--- src/rtl/fhr_pkg.sv ---
package fhr_pkg;
  localparam int unsigned BUNDLE_BYTES  = 16;
  localparam int unsigned FETCH_BUNDLES = 2;
  localparam int unsigned FETCH_BYTES   = BUNDLE_BYTES * FETCH_BUNDLES;
  localparam int unsigned BUNDLE_LSB    = $clog2(BUNDLE_BYTES);
endpackage

--- src/rtl/fhr_entry.sv ---
module fhr_entry #(
  parameter int unsigned TAG_W = 44
) (
  input  logic             clk_i,
  input  logic             rst_ni,
  input  logic             set_i,
  input  logic             clr_i,
  input  logic [TAG_W-1:0] br_tag_i,
  input  logic [TAG_W-1:0] tgt_tag_i,
  input  logic [TAG_W-1:0] pc_tag_i,
  output logic             valid_o,
  output logic             match_o,
  output logic [TAG_W-1:0] tgt_tag_o
);
  logic             valid_q;
  logic [TAG_W-1:0] br_q, tgt_q;

  always_ff @(posedge clk_i or negedge rst_ni) begin
    if (!rst_ni) begin
      valid_q <= 1'b0;
    end else if (clr_i) begin
      valid_q <= 1'b0;
    end else if (set_i) begin
      valid_q <= 1'b1;
    end
  end

  always_ff @(posedge clk_i or negedge rst_ni) begin
    if (!rst_ni) begin
      br_q  <= '0;
      tgt_q <= '0;
    end else if (set_i) begin
      br_q  <= br_tag_i;
      tgt_q <= tgt_tag_i;
    end
  end

  assign valid_o   = valid_q;
  assign match_o   = valid_q && (pc_tag_i == br_q);
  assign tgt_tag_o = tgt_q;
endmodule

--- src/rtl/fhr_prio_sel.sv ---
module fhr_prio_sel #(
  parameter int unsigned N = 4,
  parameter int unsigned W = 44
) (
  input  logic [N-1:0]        match_i,
  input  logic [N-1:0][W-1:0] data_i,
  output logic                any_o,
  output logic [W-1:0]        data_o
);
  // scan downward so the lowest matching index is the last assignment
  always_comb begin
    data_o = '0;
    for (int i = N - 1; i >= 0; i--) begin
      if (match_i[i]) data_o = data_i[i];
    end
  end

  assign any_o = |match_i;
endmodule

--- src/rtl/fetch_hint_redirect.sv ---
module fetch_hint_redirect #(
  parameter int unsigned ADDR_W  = 48,
  parameter int unsigned NUM_ENT = 4,
  parameter int unsigned IDX_W   = (NUM_ENT > 1) ? $clog2(NUM_ENT) : 1
) (
  input  logic              clk_i,
  input  logic              rst_ni,
  input  logic [ADDR_W-1:0] pc_i,
  input  logic              wr_en_i,
  input  logic [IDX_W-1:0]  wr_idx_i,
  input  logic [ADDR_W-1:0] wr_br_addr_i,
  input  logic [ADDR_W-1:0] wr_tgt_i,
  input  logic              sup_en_i,
  input  logic [IDX_W-1:0]  sup_idx_i,
  input  logic              flush_i,
  output logic [ADDR_W-1:0] next_pc_o,
  output logic              hit_o
);
  import fhr_pkg::*;

  localparam int unsigned LSB   = BUNDLE_LSB;
  localparam int unsigned TAG_W = ADDR_W - LSB;

  logic [NUM_ENT-1:0]            valid_q;
  logic [NUM_ENT-1:0]            match;
  logic [NUM_ENT-1:0][TAG_W-1:0] tgt_tags;
  logic [TAG_W-1:0]              sel_tag;
  logic [TAG_W-1:0]              pc_tag;
  logic                          unused_low;

  assign pc_tag     = pc_i[ADDR_W-1:LSB];
  assign unused_low = ^{wr_br_addr_i[LSB-1:0], wr_tgt_i[LSB-1:0]};

  for (genvar g = 0; g < NUM_ENT; g++) begin : g_ent
    logic set, clr;
    assign set = wr_en_i && (wr_idx_i == IDX_W'(g));
    assign clr = flush_i || (sup_en_i && (sup_idx_i == IDX_W'(g)));

    fhr_entry #(.TAG_W(TAG_W)) i_entry (
      .clk_i     (clk_i),
      .rst_ni    (rst_ni),
      .set_i     (set),
      .clr_i     (clr),
      .br_tag_i  (wr_br_addr_i[ADDR_W-1:LSB]),
      .tgt_tag_i (wr_tgt_i[ADDR_W-1:LSB]),
      .pc_tag_i  (pc_tag),
      .valid_o   (valid_q[g]),
      .match_o   (match[g]),
      .tgt_tag_o (tgt_tags[g])
    );
  end

  fhr_prio_sel #(.N(NUM_ENT), .W(TAG_W)) i_sel (
    .match_i (match),
    .data_i  (tgt_tags),
    .any_o   (hit_o),
    .data_o  (sel_tag)
  );

  assign next_pc_o = hit_o ? {sel_tag, {LSB{1'b0}}}
                           : pc_i + ADDR_W'(FETCH_BYTES);
endmodule

--- config.mk ---
export PLATFORM = sky130hd
export DESIGN_NAME = fetch_hint_redirect
export DESIGN_NICKNAME = d
export VERILOG_FILES = /design/src/rtl/fhr_pkg.sv /design/src/rtl/fhr_entry.sv /design/src/rtl/fhr_prio_sel.sv /design/src/rtl/fetch_hint_redirect.sv
export SDC_FILE = /design/constraint.sdc
export NUM_CORES = 1
export LEC_CHECK = 0
export BUFFER_PORTS_ARGS = -buffer_cell sky130_fd_sc_hd__buf_2
export CORE_MARGIN = 4
export CORE_UTILIZATION = 36
export CTS_CLUSTER_DIAMETER = 80
export DETAILED_ROUTE_END_ITERATION = 12
export PLACE_DENSITY = 0.6
export SLEW_MARGIN = 20
export SYNTH_ARGS = -nofsm -noshare
export SYNTH_HDL_FRONTEND = slang
export SYNTH_HIERARCHICAL = 1
export SYNTH_SLANG_ARGS = --single-unit
--- constraint.sdc ---
create_clock -name clk_i -period 3.9 [get_ports clk_i]
set_input_delay 0.195 -clock clk_i [delete_from_list [all_inputs] [get_ports clk_i]]
set_output_delay 0.195 -clock clk_i [all_outputs]
set_load 0.02 [all_outputs]
# == Word level (Yosys, flattened, before mapping) ==
# Index checks and enable logic that the tools add are counted.
# totals
register_bits,356
input_bits,153
# op_classes
n_addsub,1
n_eq_ne,10
n_mux,13
n_reduce_logical,23
# ops
cell,n
$eq A44 B44 Y1,4
$mux W44,4
$add A48 B6 Y48 const B,1
$mux W48,1
$logic_and A1 B1 Y1,12
$eq A2 B2 Y1 const B,4
$mux W1,8
$reduce_bool A2 Y1,4
$eq A2 B1 Y1 const B,2
$logic_not A2 Y1,2
$logic_or A1 B1 Y1,4
$reduce_or A4 Y1,1

# == Longest topological paths before layout ==
# Gate-level depths: netlist of the first run.
# logic_depth
ltp_word,7
mapped_depth,12
depth_no_buf,9

# == Cells and area by module ==
# The synthesis of the first run kept the hierarchy.
# modules_own_cells
mod,n_inst,cells_per_inst,area_per_inst_um2,seq_area_each_um2
fhr_entry,4,249,3771.1,2227.1
fetch_hint_redirect,1,243,1582.8,0.0
fhr_prio_sel,1,164,1481.4,0.0

# == Worst setup path before layout of the first run ==
# No wires, ideal clock.
# synth_timing
path_kind,register to output
startpoint,register g_ent[2].i_entry.br_q[39]
endpoint,output port next_pc_o[22]
t_arrival_ns,3.054
t_required_ns,3.705
setup_slack_ns,0.651
path_stages_with_launch,12
cell_sequence,dfrtp_1 xor2_1 nor4_1 nand3_1 nor4_2 buf_6 buf_8 nor2_1 nand2_1 clkbuf_1 clkbuf_1 mux2_2
# synth_between
elab_cells_between_ends,7
classes_between,eq/ne: 1; mux: 4; reduce/logical: 2
# synth_rtl
item,line_no,rtl
start: declaration,fhr_entry.sv:16,"logic [TAG_W-1:0] br_q, tgt_q;"
start signal: assignment,fhr_entry.sv:33,br_q <= br_tag_i;
$eq A44 B44 Y1,fhr_entry.sv:39,assign match_o = valid_q && (pc_tag_i == br_q);
$logic_and A1 B1 Y1,fhr_entry.sv:39,
named net match[2],fetch_hint_redirect.sv:25,logic [NUM_ENT-1:0] match;
$reduce_or A4 Y1,fhr_prio_sel.sv:18,assign any_o = |match_i;
named net hit_o,fetch_hint_redirect.sv:17,output logic hit_o
$mux W48,fetch_hint_redirect.sv:60,"assign next_pc_o = hit_o ? {sel_tag, {LSB{1'b0}}}"
end: declaration,fetch_hint_redirect.sv:16,"output logic [ADDR_W-1:0] next_pc_o,"
# The timed path passes the listed nets, and every way through them passes these cells.

# == Final worst setup path of the first run ==
# layout_timing
startpoint,register g_ent[2].i_entry.br_q[21]
endpoint,output port next_pc_o[4]
# layout_between
elab_chain_len,6
elab_cells_between_ends,7
classes_between,eq/ne: 1; mux: 4; reduce/logical: 2
# layout_rtl
item,line_no,rtl
$eq A44 B44 Y1,fhr_entry.sv:39,
$logic_and A1 B1 Y1,fhr_entry.sv:39,
named net match[2],fetch_hint_redirect.sv:25,
$mux W44 (3 in series),fhr_prio_sel.sv:14,if (match_i[i]) data_o = data_i[i];
named net sel_tag[0],fetch_hint_redirect.sv:27,logic [TAG_W-1:0] sel_tag;
$mux W48,fetch_hint_redirect.sv:60,
# The timed path passes the listed nets, and every way through them passes these cells.

==> metrics.md, run 1 <==
| Metric | Value |
|---|---|
| Final wirelength | `52.4 mm` |
| Outcome | `finished clean` |
| Yosys reg bits | `356` |
| Crit path launch type | `flip-flop` |
| Via count | `12,354` |
| Final worst slack | `69.5 ps` |
| Clock sink count | `356` |
| Area Growth Syn to Fin | `22.8%` |
| Pre-antenna DRT Iters | `5` |
| Nets | `1,845` |
| Starting Density | `36.3%` |
| Worst skew pair latency | `550 ps` |
| Final hold vios | `0` |
| Worst-path fanout max | `34` |
| Arrival time worst endpoint | `3640 ps` |
| Syn_area_per_cell | `12.9 sq um` |
| Final Skew | `0 ps` |
| Type of the most critical hold path | `in2async` |
| CTS tree | `yes` |
| Drt drc | `0` |
| R2R Path End | `g_ent[3].i_entry/br_q[9]$_DFFE_PN0P_` |
| Clock buffer depth | `3` |
| Required time worst endpoint | `3700 ps` |
| Synth Flop Type | `dfrtp_1` |
| First-pass GRT wire length | `79.7 mm` |
| Clock-pin slew on the worst setup and hold paths | `60 ps` |
| Pwr Density | `465 mW/mm^2` |
| Measured slew at the worst slew-check pin | `889 ps` |
| DP Worst Slack | `310 ps` |
| Vias in the first global route | `13,109` |
| Final HPWL DP | `35.3 mm` |
| Initial antenna violation count | `16` |
| Post-synth EDFFs | `0` |
| Overflow after GRT | `0` |
| Final worst-path cycle share | `98.2%` |
| Die height | `233 um` |
| Io pins | `202` |
| Synth top area cells | `dfrtp_1, mux2_2, xor2_1` |
| Hold slack final | `274 ps` |
| LEAKAGE | `9.12 nW` |
| Fin Setup TNS | `0 ps` |
| Gr usage total | `19.2%` |
| Final Util | `44.6%` |
| F_max | `261 MHz` |
| Maximum VDD drop | `0.000301 V` |
| Post-synth ARST share | `100%` |
| ANT nets after route | `0` |
| R2R Setup Slk | `3110 ps` |
| Placeable Area | `0.0500 sq mm` |
| CTS H-Tree Depth | `2` |
| Max-slew violation count | `0` |
| Sequential area share after synthesis | `49.1%` |
| Starting DRT DRC Count | `628` |
| Placed insts | `2,220` |
| WL/cell | `21.8 um` |
| Cells after synthesis | `1,403` |
| Port Buffers | `193` |
| Setup crit end kind | `primary output` |
| Pin count of the biggest net entering global routing | `91` |
| Post-synth top area share | `49.1%` |
| Clock root buffer | `clkbuf_16` |
| Vias per cell | `5.15` |
| Num rows | `82` |
| Unrepaired setup endpoints after global routing | `false` |
| Critical path cell sequence | `xor2_1 -> nor4_1 -> nand4_1 -> nor4_4 -> buf_4 -> buf_12 -> a22oi_1 -> a21oi_1 -> mux2_2 -> buf_2` |
| Worst R2R Start | `g_ent[3].i_entry/br_q[9]$_DFFE_PN0P_` |
| Mapped Area | `0.0181 sq mm` |
| CP max stage cell | `nor4_1` |
| Reg2Reg Depth | `1` |
| Top cell type by total area after synthesis | `dfrtp_1` |
| CTS Buf Count | `41` |
| Tmin final | `3830 ps` |
| Chip width | `233 um` |
| Final setup fails | `0` |
| Routability cong. | `0.862` |
| Netlist cell types | `48` |
| Worst setup path category | `reg2out` |
| Share of cells above drive strength 1 | `45.3%` |
| Syn nets | `1,557` |
| Ys Warns | `6` |
| Die footprint | `0.0541 sq mm` |
| Fin cells | `2,398` |
| Rel. slew slack | `40.8%` |
| Max-cap violation count | `0` |
| CP max stage delay | `560 ps` |
how the worst max path moves through the flow:
stage / slack [ps] / cells after the start / to / start
2_1_floorplan: 650 / 11 / next_pc_o[22] / g_ent[2].i_entry/br_q[39]$_DFFE_PN0P_
3_3_place_gp: 290 / 11 / next_pc_o[6] / pc_i[33]
3_5_place_dp: 310 / 11 / next_pc_o[6] / pc_i[33]
4_1_cts: 10 / 9 / next_pc_o[4] / g_ent[2].i_entry/br_q[21]$_DFFE_PN0P_
5_1_grt: 20 / 13 / next_pc_o[45] / g_ent[0].i_entry/br_q[0]$_DFFE_PN0P_
6_report: 70 / 10 / next_pc_o[4] / g_ent[2].i_entry/br_q[21]$_DFFE_PN0P_
through the flow:
stage | power (mW) | cell area, sq um
after floorplan | 5.88 | 18100
after global placement | 6.41 | 19900
after detailed placement | 6.50 | 19900
after CTS | 10.5 | 22200
after global routing | 10.9 | 22300
final | 10.4 | 22300
power by group:
part           internal [mW]  switching, mW  total (mW)
Combinational          0.935          0.756        1.69
Sequential              4.40          0.434        4.83
Clock                   2.32           1.53        3.85
flip-flops by register name, indices dropped and copies added, names as in the netlist:
name / flops
g_ent.i_entry/br_q: 176
g_ent.i_entry/tgt_tag_o: 176
g_ent.i_entry/valid_o: 4
cell type report:
cell class              count  area (sq um)
clock buffers              60          1200
multi-input cells         960          8770
clock inverters            11           146
flip-flops and latches    356          8910
inverters                   8          32.5
diodes                      7          17.5
fillers                  4608         27700
well taps                 672           841
repair buffers            324          2380
cells by family (layout without fill, tap and decap cells):
family          count (synthesis)  in the layout  share of synthesized area (%)
simple gates                  211            212                           7.12
buf+inv                        88            403                           3.28
xor+xnor                      216            216                           10.4
flops                         356            356                           49.1
other cells                     0              7                              0
mux                           361            361                           22.4
fa+ha+maj                       1              1                         0.0689
compound gates                170            170                           7.62
per-layer routing:
layer | routed length (um) | vias up | GRT usage (%)
met3 | 2780 | 99 | 4.14
met4 | 1800 | 12 | 7.34
met5 | 80 | - | 0
met1 | 23500 | 6331 | 25.8
met2 | 24200 | 281 | 30.3
li1 | - | 5631 | -
synth_stat cells, types with 3 or more instances:
cell type,n
nor3_1,9
buf_12,4
o21ai_1,18
and4_1,5
nor4_4,3
o22ai_1,43
a22oi_2,40
inv_1,7
nor4_1,41
buf_4,7
nand3_1,19
nor2b_1,4
o21ai_0,17
dfrtp_1,356
nor2_1,17
buf_2,40
clkbuf_1,13
a21oi_2,40
xnor2_1,29
buf_8,3
and3_1,8
mux2_2,361
nor4_2,14
nand4_1,15
nor3_2,5
nand2_1,57
xor2_1,187
buf_6,12
timing repair:
action                                 CTS  global route
pin swaps                                1             4
gates cloned                             1             1
hold buffers                            95             0
gates resized for setup                  7             5
buffers inserted                         0             3
endpoints found under the hold margin  436             0
setup endpoints to repair               44            34
cell usage in the layout (no fill, tap or decap), types with 6 or more instances in the layout:
| cell type | instances |
|---|---|
| mux2_2 | 361 |
| dfrtp_1 | 356 |
| buf_2 | 192 |
| xor2_1 | 187 |
| dlygate4sd3_1 | 95 |
| nand2_1 | 56 |
| o22ai_1 | 43 |
| clkbuf_16 | 42 |
| a21oi_2 | 41 |
| a22oi_2 | 40 |
| nor4_1 | 34 |
| xnor2_1 | 29 |
| buf_4 | 22 |
| nand3_1 | 19 |
| o21ai_1 | 18 |
| nor4_2 | 18 |
| o21ai_0 | 17 |
| nor2_1 | 15 |
| nand4_1 | 15 |
| buf_12 | 13 |
| clkbuf_8 | 10 |
| nor3_1 | 9 |
| clkbuf_1 | 9 |
| diode_2 | 7 |
| inv_1 | 7 |
| and3_1 | 7 |
| nor4_4 | 6 |
worst max-delay path: cells and delay by family (launching register included):
family	cells	cell delay, ps
AO/OA/AOI/OAI	2	470
XOR/XNOR	1	160
buffers and inverters	3	630
flip-flops	1	390
multiplexers	1	220
AND/OR/NAND/NOR	3	1170
No activity file was read; power rests on OpenSTA's default activity.
==> run 2: changes to the inputs <==
CORE_UTILIZATION = 50   (was 36)
PLACE_DENSITY = 0.77   (was 0.6)
REMOVE_ABC_BUFFERS = 1   (was unset)
==> metrics.md, run 2 (synthesis gave the netlist of run 1 again) <==
| Metric | Value |
|---|---|
| Initial antenna violation count | `7` |
| Worst setup path category | `reg2out` |
| Die height | `199 um` |
| Fin Setup TNS | `0 ps` |
| Overflow after GRT | `0` |
| Clock root buffer | `clkbuf_16` |
| Power, Total | `10.5 mW` |
| Clock sink count | `356` |
| Final Util | `61.3%` |
| Setup crit end kind | `primary output` |
| Type of the most critical hold path | `in2reg` |
| Final Skew | `0 ps` |
| Pre-antenna DRT Iters | `5` |
| Crit path from | `g_ent[3].i_entry/br_q[11]$_DFFE_PN0P_` |
| Final HPWL DP | `32.0 mm` |
| Final worst-path cycle share | `95.8%` |
| Share of cells above drive strength 1 | `44.8%` |
| Hold slack final | `27.6 ps` |
| # fillers | `2,765` |
| R2R Setup Slk | `3100 ps` |
| CP delay by family, top | `simple AND/OR/NAND/NOR gates` |
| Vias per cell | `5.72` |
| Die footprint | `0.0394 sq mm` |
| CTS Buf Count | `39` |
| Gr usage total | `24.3%` |
| Critical path cell sequence | `xor2_1 -> nor4_1 -> nand4_1 -> nor4_2 -> nor2b_4 -> buf_4 -> a22oi_2 -> a21oi_2 -> nand2_1 -> o21ai_0 -> buf_2` |
| Io pins | `202` |
| Required time worst endpoint | `3700 ps` |
| Worst Path Buf+Inv | `2` |
| Placed Area | `0.0195 sq mm` |
| Tmin final | `3740 ps` |
| Clock buffer depth | `3` |
| Worst R2R Start | `g_ent[0].i_entry/br_q[34]$_DFFE_PN0P_` |
| CTS H-Tree Depth | `2` |
| ANT nets after route | `0` |
| Starting DRT DRC Count | `788` |
| Starting Density | `50.9%` |
| Port Buffers | `193` |
| Measured slew at the worst slew-check pin | `973 ps` |
| Via count | `12,437` |
| Pin count of the biggest net entering global routing | `137` |
| Worst skew pair latency | `540 ps` |
| Clock-pin slew on the worst setup and hold paths | `60 ps` |
| Num rows | `69` |
| Outcome | `finished clean` |
| Final wirelength | `48.4 mm` |
| Rel. slew slack | `35.1%` |
| Hold EP | `g_ent[0].i_entry/valid_o$_DFFE_PN0P_` |
| Final hold vios | `0` |
| R2R Path End | `g_ent[0].i_entry/br_q[34]$_DFFE_PN0P_` |
| CP max stage cell | `nor4_1` |
| Routability cong. | `0.847` |
| Vias in the first global route | `13,257` |
| LEAKAGE | `9.07 nW` |
| Nets | `1,830` |
| Crit path launch type | `flip-flop` |
| Unrepaired setup endpoints after global routing | `false` |
| Drt drc | `0` |
| Commonest cells after routing, fill and taps aside | `mux2_2, dfrtp_1, buf_2, xor2_1, dlygate4sd3_1` |
| Leading cell type in the layout, fill and taps excluded | `mux2_2` |
| Hold Crit Start | `sup_en_i` |
| Worst-path fanout max | `16` |
| Area Growth Syn to Fin | `20.5%` |
| First-pass GRT wire length | `75.2 mm` |
| Final setup fails | `0` |
| Max-cap violation count | `0` |
| CTS tree | `yes` |
| Maximum VDD drop | `0.000321 V` |
| Reg2Reg Depth | `1` |
| F_max | `268 MHz` |
| Pwr Density | `480 mW/mm^2` |
| Arrival time worst endpoint | `3540 ps` |
| CP max stage delay | `460 ps` |
| WL/cell | `22.3 um` |
| Chip width | `199 um` |
| Min-Delay Path Depth | `3` |
| Final instance area | `0.0219 sq mm` |
| Max-slew violation count | `0` |
| Placeable Area | `0.0357 sq mm` |
==> run 2: cell count changes in the layout (fill, tap and decap cells not counted), sizes merged <==
cell / change
clkinvlp: -2
buf: -7
diode: -1
dlygate4sd3: -4
nor2: -1
clkinv: +1
clkbuf: -6
inv: +3
bufinv: +4
==> run 2: tightest hold or removal path, cell delays in order <==
cell and delay (ps):
buf_2 100, a31o_2 180, nor2_1 50
==> run 2: worst max-delay path by stage <==
stage,end,slack [ps],cells past startpoint
floorplan,g_ent[0].i_entry/br_q[0]$_DFFE_PN0P_,-3690,2
global placement,next_pc_o[46],340,10
detailed placement,next_pc_o[21],320,11
CTS,next_pc_o[21],40,11
global route,next_pc_o[47],30,11
finish,next_pc_o[14],160,11
==> run 2: through the flow <==
stage | std cells | worst slack, ps
final | 2174 | 164
after global routing | 2172 | 34.0
after CTS | 2163 | 39.9
after detailed placement | 2000 | 323
after global placement | 2000 | 341
after floorplan | 1323 | -3690
==> run 2: area by class of cell <==
cell class                      instances  area (sq um)  area share [%]
Antenna cell                            6          15.0          0.0687
Clock buffer                           55          1120            5.10
Clock inverter                         17           287            1.31
Inverter                                8          32.5           0.149
Multi-Input combinational cell        959          8710            39.8
Sequential cell                       356          8910            40.7
Tap cell                              461           577            2.64
Timing Repair Buffer                  312          2220            10.1
==> run 2: metal layers <==
| metal | global-route usage, % | part of all wire, % | up-vias |
|---|---|---|---|
| met5 | 0 | 0.043 | - |
| met4 | 7.60 | 3.1 | 4 |
| met3 | 4.17 | 5.3 | 97 |
| met2 | 40.5 | 49 | 359 |
| met1 | 32.6 | 43 | 6385 |
| li1 | - | - | 5592 |
==> run 2: where the power goes <==
part | internal [mW] | leakage [nW] | switching, mW
combinational | 0.924 | 4.16 | 0.735
clock | 2.48 | 0.689 | 1.52
sequential | 4.39 | 4.22 | 0.454
==> run 2: repair_timing <==
item | in CTS | in global routing
pin swaps | 0 | 1
hold buffers | 91 | 0
endpoints found under the setup margin | 44 | 24
endpoints found under the hold margin | 486 | 0
gates resized for setup | 2 | 2
setup buffers | 0 | 4
==> run 3: changes to the inputs <==
SETUP_SLACK_MARGIN = 0.5   (was unset)
clock period = 4.1 ns   (was 3.9 ns; I/O delays follow)
==> metrics.md, run 3 (synthesis gave the netlist of run 1 again) <==
| Metric | Value |
|---|---|
| Flop pwr share | `47.1%` |
| Nets | `1,836` |
| Unrepaired setup endpoints after global routing | `true` |
| Measured slew at the worst slew-check pin | `974 ps` |
| Setup crit end kind | `primary output` |
| Power, Total | `9.79 mW` |
| Max-cap violation count | `0` |
| Final wirelength | `48.9 mm` |
| Leading cell type in the layout, fill and taps excluded | `mux2_2` |
| Crit path launch type | `flip-flop` |
| Max-slew violation count | `0` |
| Commonest cells after routing, fill and taps aside | `mux2_2, dfrtp_1, buf_2, xor2_1, dlygate4sd3_1` |
| Drt drc | `0` |
| Switching Share | `25.9%` |
| Worst Path Buf+Inv | `2` |
| LEAKAGE | `9.09 nW` |
| Outcome | `finished clean` |
| Gr usage total | `24.4%` |
| Starting DRT DRC Count | `755` |
| Placeable Area | `0.0357 sq mm` |
| CTS H-Tree Depth | `2` |
| Io pins | `202` |
| Vias per cell | `5.76` |
| Placed Area | `0.0195 sq mm` |
| Arrival time worst endpoint | `3330 ps` |
| Combinational power share | `16.5%` |
| Final HPWL DP | `31.8 mm` |
| Pre-antenna DRT Iters | `6` |
| Final worst-path cycle share | `86.3%` |
| Final setup fails | `0` |
| Die height | `199 um` |
| Final Skew | `0 ps` |
| Clock share of power | `36.4%` |
| CP max stage delay | `400 ps` |
| Chip width | `199 um` |
| ANT nets after route | `0` |
| Required time worst endpoint | `3890 ps` |
| Pwr Density | `444 mW/mm^2` |
| Cell-internal power | `7.25 mW` |
| Pin count of the biggest net entering global routing | `120` |
| Starting Density | `50.9%` |
| Port Buffers | `193` |
| Share of cells above drive strength 1 | `46.1%` |
| Worst setup path category | `reg2out` |
| Clock sink count | `356` |
| Area Growth Syn to Fin | `21.4%` |
| Worst-path fanout max | `21` |
| WL/cell | `22.5 um` |
| Rel. slew slack | `35.1%` |
| Routability cong. | `0.824` |
| CTS Buf Count | `39` |
| Die footprint | `0.0394 sq mm` |
| First-pass GRT wire length | `76.0 mm` |
| Hold slack final | `50.3 ps` |
| Critical path cell sequence | `xor2_1 -> nor4_1 -> nand4_1 -> nor4_4 -> nor2b_4 -> bufbuf_16 -> a22oi_2 -> a21oi_2 -> nand2_1 -> o21ai_1 -> buf_2` |
| Tmin final | `3540 ps` |
| Clock buffer depth | `3` |
| Psw | `2.54 mW` |
| Worst skew pair latency | `510 ps` |
| Overflow after GRT | `0` |
| Maximum VDD drop | `0.000246 V` |
| Num rows | `69` |
| Clock-pin slew on the worst setup and hold paths | `60 ps` |
| Initial antenna violation count | `7` |
| Final instance area | `0.0220 sq mm` |
| Final hold vios | `0` |
| CTS tree | `yes` |
| Via count | `12,524` |
| Vias in the first global route | `13,525` |
| CP max stage cell | `dfrtp_1` |
| Clock root buffer | `clkbuf_16` |
| CP delay by family, top | `simple AND/OR/NAND/NOR gates` |
| F_max | `283 MHz` |
| Type of the most critical hold path | `in2reg` |
==> run 3: layer usage <==
layer / routed length (um) / GRT usage, % / up-vias
met3: 2420 / 3.59 / 107
met2: 23800 / 41.3 / 372
met4: 1650 / 7.80 / 6
met5: 34 / 0 / -
li1: - / - / 5615
met1: 20900 / 32.7 / 6424
==> run 3: layout make-up <==
cell class	instances	area, sq um
timing repair buffer	317	2340
clock inverter	11	169
clock buffer	57	1140
fill	2726	13600
inverter	8	30.0
tap	461	577
sequential	356	8910
antenna	5	12.5
multi-input combinational	960	8850
==> run 3: timing repair <==
action / 4_1_cts / 5_1_grt
setup endpoints to repair: 44 / 43
gates resized for setup: 9 / 24
endpoints found under the hold margin: 464 / 0
pin swaps: 4 / 15
setup buffers: 2 / 4
gates cloned: 2 / 2
hold buffers: 90 / 0
==> run 3: worst paths after layout <==
check | from | endpoint | slack [ps] | cells after the start
worst min register to register | g_ent[1].i_entry/tgt_tag_o[14]$_DFFE_PN0P_ | g_ent[1].i_entry/tgt_tag_o[14]$_DFFE_PN0P_ | 510 | 1
worst max-delay path | g_ent[3].i_entry/br_q[28]$_DFFE_PN0P_ | next_pc_o[24] | 560 | 11
min in group asynchronous | rst_ni | g_ent[2].i_entry/tgt_tag_o[24]$_DFFE_PN0P_ | 340 | 2
worst max register to register | g_ent[0].i_entry/br_q[22]$_DFFE_PN0P_ | g_ent[0].i_entry/br_q[22]$_DFFE_PN0P_ | 3280 | 1
max in group asynchronous | rst_ni | g_ent[3].i_entry/br_q[26]$_DFFE_PN0P_ | 2660 | 3
worst min-delay path | sup_idx_i[0] | g_ent[1].i_entry/valid_o$_DFFE_PN0P_ | 50 | 3
==> run 3: per-stage QoR <==
stage                     setup WS (ps)  setup TNS (ps)  instances  utilization (%)
after floorplan                   -3500         -524140       1323                -
after CTS                           524               0       2164             61.2
final                               560               0       2175             61.8
after global routing                446               0       2173             61.8
after global placement              568               0       2002             54.6
after detailed placement            496               0       2002             54.6
==> run 3: power groups by stage <==
stage / logic (mW) / registers (mW) / clock network (mW)
final: 1.62 / 4.61 / 3.56
after global routing: 1.76 / 4.69 / 3.77
after global placement: 1.43 / 4.61 / 0
after CTS: 1.59 / 4.60 / 3.62
after detailed placement: 1.49 / 4.66 / 0
after floorplan: 1.05 / 4.55 / 0
